### src/rtl/int_alu_pkg.sv
package int_alu_pkg;

    localparam int OP_W    = 3;
    localparam int FIELD_W = 4;

    // Status register bit positions
    localparam int XER_CA = 0;
    localparam int XER_OV = 1;
    localparam int XER_SO = 2;
    localparam int XER_W  = 3;

    // Bit positions inside a condition field (MSB first: LT, GT, EQ, SO)
    localparam int CF_LT = 3;
    localparam int CF_GT = 2;
    localparam int CF_EQ = 1;
    localparam int CF_SO = 0;

    typedef enum logic [OP_W-1:0] {
        OP_ADD  = 3'd0,
        OP_ADDC = 3'd1,
        OP_AND  = 3'd2,
        OP_OR   = 3'd3,
        OP_XOR  = 3'd4,
        OP_NOT  = 3'd5,
        OP_RSV6 = 3'd6,
        OP_RSV7 = 3'd7
    } alu_op_e;

endpackage

### src/rtl/alu_core.sv
module alu_core
    import int_alu_pkg::*;
#(
    parameter int W = 32
) (
    input  alu_op_e        op,
    input  logic [W-1:0]   a,
    input  logic [W-1:0]   b,
    input  logic           carry_flag,
    output logic [W-1:0]   res,
    output logic           carry,
    output logic           ovf
);

    logic          cin;
    logic [W:0]    sum_zx;
    logic [W:0]    sum_sx;

    always_comb begin
        cin    = (op == OP_ADDC) ? carry_flag : 1'b0;
        sum_zx = {1'b0, a} + {1'b0, b} + {{W{1'b0}}, cin};
        sum_sx = {a[W-1], a} + {b[W-1], b} + {{W{1'b0}}, cin};
    end

    always_comb begin
        res   = '0;
        carry = 1'b0;
        ovf   = 1'b0;
        unique case (op)
            OP_ADD, OP_ADDC: begin
                res   = sum_zx[W-1:0];
                carry = sum_zx[W];
                ovf   = sum_sx[W] ^ sum_sx[W-1];
            end
            OP_AND:  res = a & b;
            OP_OR:   res = a | b;
            OP_XOR:  res = a ^ b;
            OP_NOT:  res = ~a;
            default: res = '0;
        endcase
    end

endmodule

### src/rtl/alu_cond_field.sv
module alu_cond_field
    import int_alu_pkg::*;
#(
    parameter int W = 32
) (
    input  logic [W-1:0]       val,
    input  logic               so,
    output logic [FIELD_W-1:0] field
);

    logic is_neg;
    logic is_zero;

    always_comb begin
        is_neg         = val[W-1];
        is_zero        = (val == '0);
        field          = '0;
        field[CF_LT]   = is_neg;
        field[CF_GT]   = !is_neg && !is_zero;
        field[CF_EQ]   = is_zero;
        field[CF_SO]   = so;
    end

endmodule

### src/rtl/int_alu_flags.sv
module int_alu_flags
    import int_alu_pkg::*;
#(
    parameter int W       = 32,
    parameter int NFIELDS = 8
) (
    input  logic                       clk,
    input  logic                       rst_n,
    input  logic                       wr_en,
    input  logic [OP_W-1:0]            op,
    input  logic [W-1:0]               opnd_a,
    input  logic [W-1:0]               opnd_b,
    input  logic                       upd_ca,
    input  logic                       ov_en,
    input  logic                       rec,
    output logic [W-1:0]               result_q,
    output logic [XER_W-1:0]           xer_q,
    output logic [NFIELDS*FIELD_W-1:0] cr_q
);

    localparam int CR_W = NFIELDS * FIELD_W;

    alu_op_e             op_e;
    logic [W-1:0]        core_res;
    logic                core_carry;
    logic                core_ovf;
    logic                ca_n, ov_n, so_n;
    logic [FIELD_W-1:0]  f0_new;

    assign op_e = alu_op_e'(op);

    alu_core #(.W(W)) u_core (
        .op         (op_e),
        .a          (opnd_a),
        .b          (opnd_b),
        .carry_flag (xer_q[XER_CA]),
        .res        (core_res),
        .carry      (core_carry),
        .ovf        (core_ovf)
    );

    // Next status bits
    always_comb begin
        ca_n = xer_q[XER_CA];
        ov_n = xer_q[XER_OV];
        so_n = xer_q[XER_SO];
        if (wr_en && upd_ca) begin
            ca_n = core_carry;
        end
        if (wr_en && ov_en) begin
            ov_n = core_ovf;
            so_n = xer_q[XER_SO] | core_ovf;
        end
    end

    alu_cond_field #(.W(W)) u_cond (
        .val   (core_res),
        .so    (so_n),
        .field (f0_new)
    );

    always_ff @(posedge clk or negedge rst_n) begin
        if (!rst_n) begin
            result_q <= '0;
            xer_q    <= '0;
        end else if (wr_en) begin
            result_q        <= core_res;
            xer_q[XER_CA]   <= ca_n;
            xer_q[XER_OV]   <= ov_n;
            xer_q[XER_SO]   <= so_n;
        end
    end

    // One register per condition field; only field 0 is written here
    for (genvar g = 0; g < NFIELDS; g++) begin : g_field
        localparam int HI = CR_W - 1 - g * FIELD_W;
        if (g == 0) begin : g_live
            always_ff @(posedge clk or negedge rst_n) begin
                if (!rst_n) begin
                    cr_q[HI -: FIELD_W] <= '0;
                end else if (wr_en && rec) begin
                    cr_q[HI -: FIELD_W] <= f0_new;
                end
            end
        end else begin : g_idle
            always_ff @(posedge clk or negedge rst_n) begin
                if (!rst_n) begin
                    cr_q[HI -: FIELD_W] <= '0;
                end else begin
                    cr_q[HI -: FIELD_W] <= cr_q[HI -: FIELD_W];
                end
            end
        end
    end

    // Assertions
    AST_ADD_RESULT: assert property (@(posedge clk) disable iff (!rst_n)
        (wr_en && op == 3'd0) |=> result_q == $past(opnd_a) + $past(opnd_b));
    AST_CA_HOLD: assert property (@(posedge clk) disable iff (!rst_n)
        !(wr_en && upd_ca) |=> $stable(xer_q[XER_CA]));
    AST_OV_HOLD: assert property (@(posedge clk) disable iff (!rst_n)
        !(wr_en && ov_en) |=> $stable(xer_q[XER_OV]));
    AST_SO_STICKY: assert property (@(posedge clk) disable iff (!rst_n)
        !$fell(xer_q[XER_SO]));
    AST_OV_IMPLIES_SO: assert property (@(posedge clk) disable iff (!rst_n)
        xer_q[XER_OV] |-> xer_q[XER_SO]);
    AST_NOT_RESULT: assert property (@(posedge clk) disable iff (!rst_n)
        (wr_en && op == 3'd5) |=> result_q == ~$past(opnd_a));
    AST_CR_ONEHOT: assert property (@(posedge clk) disable iff (!rst_n)
        $onehot0(cr_q[CR_W-1 -: 3]));
    AST_CR_SO_COPY: assert property (@(posedge clk) disable iff (!rst_n)
        (wr_en && rec) |=> cr_q[CR_W-FIELD_W] == xer_q[XER_SO]);
    AST_CR_HOLD: assert property (@(posedge clk) disable iff (!rst_n)
        !(wr_en && rec) |=> $stable(cr_q));
    AST_IDLE_HOLD: assert property (@(posedge clk) disable iff (!rst_n)
        !wr_en |=> ($stable(result_q) && $stable(xer_q)));

endmodule

### config.mk
export PLATFORM = sky130hd
export DESIGN_NAME = int_alu_flags
export DESIGN_NICKNAME = d
export VERILOG_FILES = /design/src/rtl/int_alu_pkg.sv /design/src/rtl/alu_core.sv /design/src/rtl/alu_cond_field.sv /design/src/rtl/int_alu_flags.sv
export SDC_FILE = /design/constraint.sdc
export NUM_CORES = 1
export LEC_CHECK = 0
export ABC_AREA = 0
export BUFFER_PORTS_ARGS = -buffer_cell sky130_fd_sc_hd__buf_2
export CAP_MARGIN = 20
export CORE_MARGIN = 4
export CORE_UTILIZATION = 30
export DETAILED_ROUTE_END_ITERATION = 16
export PLACE_DENSITY_LB_ADDON = 0.3
export SLEW_MARGIN = 0
export SYNTH_ARGS = -nofsm -noshare
export SYNTH_HDL_FRONTEND = slang
export SYNTH_SLANG_ARGS = --single-unit
### constraint.sdc
create_clock -name clk -period 3.3 [get_ports clk]
set_clock_uncertainty 0.15 [all_clocks]
set_input_delay 0.825 -clock clk [delete_from_list [all_inputs] [get_ports clk]]
set_output_delay 0.825 -clock clk [all_outputs]
set_load 0.02 [all_outputs]
# Word-level counts from Yosys, hierarchy flattened
# Cells that the tools add are included.
# totals
register_bits,39
in_bits,73
out_inout_bits,67
word_cells,36
# classes
addsub,4
n_eq_ne,5
n_mux,5
bitwise_logic,6
reduce_logical,11
# ops
op,count
32-bit case mux with 5 select lines,1
32-bit by 32-bit adder with 33-bit output,2
33-bit by 1-bit adder with 33-bit output,2
32-bit bitwise AND,1
32-bit logical NOT,1
32-bit NOT,1
32-bit bitwise OR,1
32-bit bitwise XOR,1
"3-bit by 2-bit equality test with 1-bit output, second input constant",2
"3-bit equality test, second input constant",2
1-bit logical AND,4
1-bit 2-to-1 mux,4
2-bit AND reduction,2
"3-bit by 1-bit equality test with 1-bit output, second input constant",1
3-bit logical NOT,1
1-bit logical NOT,2
2-bit OR reduction,1
1-bit bitwise OR,1
1-bit bitwise XOR,1

# Logic depth before layout (Yosys ltp)
# logic_depth
depth_word,7
depth_mapped,17
mapped_depth_nobuf,13

# Hierarchy
# A second synthesis with hierarchy kept.
# unflattened
hier_cells,680
hier_area_um2,5416.4
# modules_own_cells
module,instances,cells_per_inst,area_each_um2,seq_area_each_um2
alu_core,1,550,3480.8,0.0
int_alu_flags,1,115,1830.5,975.9
alu_cond_field,1,15,105.1,0.0

# Least setup slack after synthesis
# No wires, ideal clock.
# synth_timing
path_kind,input-to-reg
startpoint,input port op[0]
endpoint,register cr_q[29]
setup_time_ns,0.066
t_arrival_ns,4.848
required_ns,3.084
setup_slack_ns,-1.765
stages,17
n_path_buf,5
path_cell_list,buf_2 > clkbuf_1 > buf_2 > buf_2 > buf_2 > nand3_1 > fa_1 > fa_1 > nor2b_1 > o31a_2 > o211ai_2 > mux2_4 > a211o_1 > or4_1 > nor4_1 > and4_1 > a32o_2
# synth_via
elab_chain_cells,5
elab_cells_between_ends,11
classes_between,1 x add/sub; 5 x eq/ne; 2 x mux; 3 x reduce/logical
# synth_rtl
element,line_no,text
start: declaration,int_alu_flags.sv:10,"input logic [OP_W-1:0] op,"
3-bit by 1-bit equality test with 1-bit output,"alu_core.sv:20, alu_core.sv:29",
1-bit 2-to-1 mux,alu_core.sv:20,cin = (op == OP_ADDC) ? carry_flag : 1'b0;
33-bit by 1-bit adder with 33-bit output,alu_core.sv:21,"sum_zx = {1'b0, a} + {1'b0, b} + {{W{1'b0}}, cin};"
32-bit case mux with 5 select lines (*),alu_core.sv:29,unique case (op)
32-bit logical NOT (*),alu_cond_field.sv:16,is_zero = (val == '0);
end signal: indexed assignment,int_alu_flags.sv:82,cr_q[HI -: FIELD_W] <= f0_new;
end: declaration,int_alu_flags.sv:18,output logic [NFIELDS*FIELD_W-1:0] cr_q
# Mark *: on every way between the ends. The rest lies on a longest branch, timed or not.
# A chain may end at the register's enable or synchronous reset.

# Final worst setup path
# layout_timing
startpoint,input port op[2]
endpoint,register cr_q[29]
# Same word-level chain as after synthesis.

==> results.toml <==
[cts]
cts.sinks = 39
root_buffer = "clkbuf_16"
numCtsBuffers = 5
cts_hold_buf = 0
cts_buffer_depth = 2
cts.reportedPaths.clkPinSlew_ns = 0.06
clkLatencyLatePin_ns = 0.28
htree_levels = 2
cts_tree = "done"

[yosys]
synth_top_family_by_area = "compound AO/OA/AOI/OAI gates"
synth_simple_gate_area_frac = 0.1949
synth-xor-area-share = 0.006118
ys_warn_count = 0
synthArstFlopShare = 1.000
synth_seq_cells = 39
synth_edf_count = 0
synth_mux_area_frac = 0.05113
synthAdderAreaFrac = 0.1468
synth_compound_area_frac = 0.3011
ys.flop_type = "dfrtp_1"
syn_area_mm2 = 0.005727
ys_types = 71
synth.avg_cell_area_um2 = 7.399
ys_seq_area_frac = 0.1704
syn_inst = 774

[critical_path]
path_class = "input pin to flop"
crit_path_top_delay_cell = "or4_4"
path_cells = "buf_6 -> nor2_4 -> nand3_2 -> fa_2 -> fa_2 -> nor2b_4 -> o31a_2 -> o211ai_2 -> mux2_4 -> a211o_1 -> or4_4 -> nor4_4 -> and4_1 -> a32o_2"
critPathBufInv = 1
crit_required_ns = 3.37
cp_max_fo = 3
startpoint_type = "input pin"
setup.worst_path.end_class = "flop"
worstPathArrival_ns = 3.86
crit_family = "simple AND/OR/NAND/NOR gates"
max_stage_delay_ns = 0.44
crit_top_cell = "fa_2"

[sta]
rsz0062_at_grt = "yes"
setup_viol = 11
hold_viol_final = 0
fin_crit_ns = 3.785
worst_pin_slew_ns = 0.8717
slew_headroom = 0.4189
drv_slew = 0
finalCritPeriodShare = 1.147
fin_tns_setup_ns = -2.016
fmax_mhz = 264.2
setup_slack_ns = -0.4854

[drt]
wl_per_cell_um = 15.85
ant_nets = 0
drt_wl_total_um = 20870
dr_total_vias = 6832
drc = 0
drt_first_pass_iters = 5
viasPerCell = 5.191
drtIter0Drc = 546

[floorplan]
initial_core_util = 0.3051
coreArea_mm2 = 0.01877
fp.dieH_um = 146.2
die_area_mm2 = 0.02136
row_count = 50
die_width_um = 146.2
ios = 140

[hold_path]
min_path_type = "flop to flop"

[job]
maxCapViolations = 0

[cells_and_area]
diodes = 0
final_cell_mix = "239 x buf_4, 109 x buf_2, 77 x a21oi_1, 73 x inv_1, 64 x nor2_1"
layout-drive-gt1-share = 0.3835
design_area_mm2 = 0.008427
fin_nets = 1220
mostFrequentLayoutCell = "buf_4"
syn_to_final_growth_pct = 47.15

[global_route]
grt.total_usage = 0.1858
overflow = 0
antenna_found_initial = 0
grt_pass1_wl_um = 33030
grt_max_degree = 65
grt_pass1_vias = 6466

[place]
io_buffers = 111
placed_area_mm2 = 0.008061
gp_congestion = 0.9293
dp_hpwl_um = 17020

[pwr]
ir_drop_mv = 0.1758
powerDensity_mw_per_mm2 = 297.1
power_w = 0.002504
p_leak_nw = 4.226

[run_status]
violations = "negative setup slack"
status = "finished with violations"
## cell usage after synthesis (all sizes together), types with 11 or more instances
cell,instances,area share
o21ai,45,0.039
nand2,53,0.035
a31oi,13,0.014
nor3,16,0.014
inv,75,0.049
mux2i,21,0.037
o21a,12,0.016
or3,12,0.013
nand3,16,0.014
o22ai,13,0.014
nor2,65,0.043
clkbuf,25,0.016
nand4,15,0.017
dfrtp,39,0.17
a221oi,11,0.017
ha,64,0.14
a211oi,14,0.019
buf,53,0.063
a21oi,81,0.071
## tightest hold or removal path, delay by kind of cell (launching register included)
family / cells / cell delay, ns
AND/OR/NAND/NOR: 1 / 0.05
flip-flops: 1 / 0.34
AO/OA/AOI/OAI: 1 / 0.07
## worst paths after layout
kind | from | end | slack (ns) | cells past startpoint
worst max register to register | xer_q[0] | cr_q[29] | -0.26 | 12
max in group asynchronous | rst_n | result_q[1] | 1.94 | 1
worst min register to register | xer_q[1] | xer_q[1] | 0.34 | 2
worst max-delay path | op[2] | cr_q[29] | -0.49 | 14
worst min-delay path | xer_q[1] | xer_q[1] | 0.34 | 2
min in group asynchronous | rst_n | xer_q[1] | 0.51 | 1
## layout make-up
cell class	instances	area, um2
timing repair buffer	351	2374
sequential	39	975.9
tap	234	292.8
fill	1937	10340
multi-input combinational	609	4347
inverter	75	281.5
clock buffer	8	156.4
## kinds of logic (layout without fill, tap and decap cells)
group / after synthesis / count (layout)
xor+xnor: 4 / 4
mux: 27 / 27
simple gates: 224 / 224
flops: 39 / 39
compound gates: 260 / 260
other cells: 1 / 28
buf+inv: 153 / 434
fa+ha+maj: 66 / 66
## per-layer routing
metal  share of wire  track usage  wire [um]  vias up
li1                -            -          -     3402
met1            0.44       0.2448       9152     3162
met2            0.48       0.3195       9997      226
met3           0.054      0.01924       1119       42
met4           0.029      0.05974        596        0
met5               0            0          0        -
## through the flow
step / worst slack, ns / util / hold slack, ns / instances
floorplan: -0.9894 / - / 0.3378 / 801
global placement: -0.8673 / 0.4295 / 0.3203 / 1305
detailed placement: -0.9001 / 0.4295 / 0.3327 / 1305
CTS: -0.4701 / 0.4434 / 0.3454 / 1315
global route: -0.6210 / 0.4490 / 0.3732 / 1316
finish: -0.4854 / 0.4490 / 0.3380 / 1316
## state kept, by name (all words and copies together), names as in the netlist
signal and cells:
xer_q 3, cr_q 4, result_q 32
## timing repair
| action | 4_1_cts | 5_1_grt |
|---|---|---|
| gates cloned | 0 | 0 |
| resized for setup | 19 | 20 |
| buffers inserted | 2 | 1 |
| pin swaps | 11 | 11 |
| endpoints found under the setup margin | 15 | 17 |
## power by group
part / total (W) / internal (W) / switching (W)
Sequential: 0.000598 / 0.000552 / 0.0000459
Combinational: 0.00140 / 0.000638 / 0.000766
Clock: 0.000501 / 0.000321 / 0.000179
(Power assumes the default switching activity.)
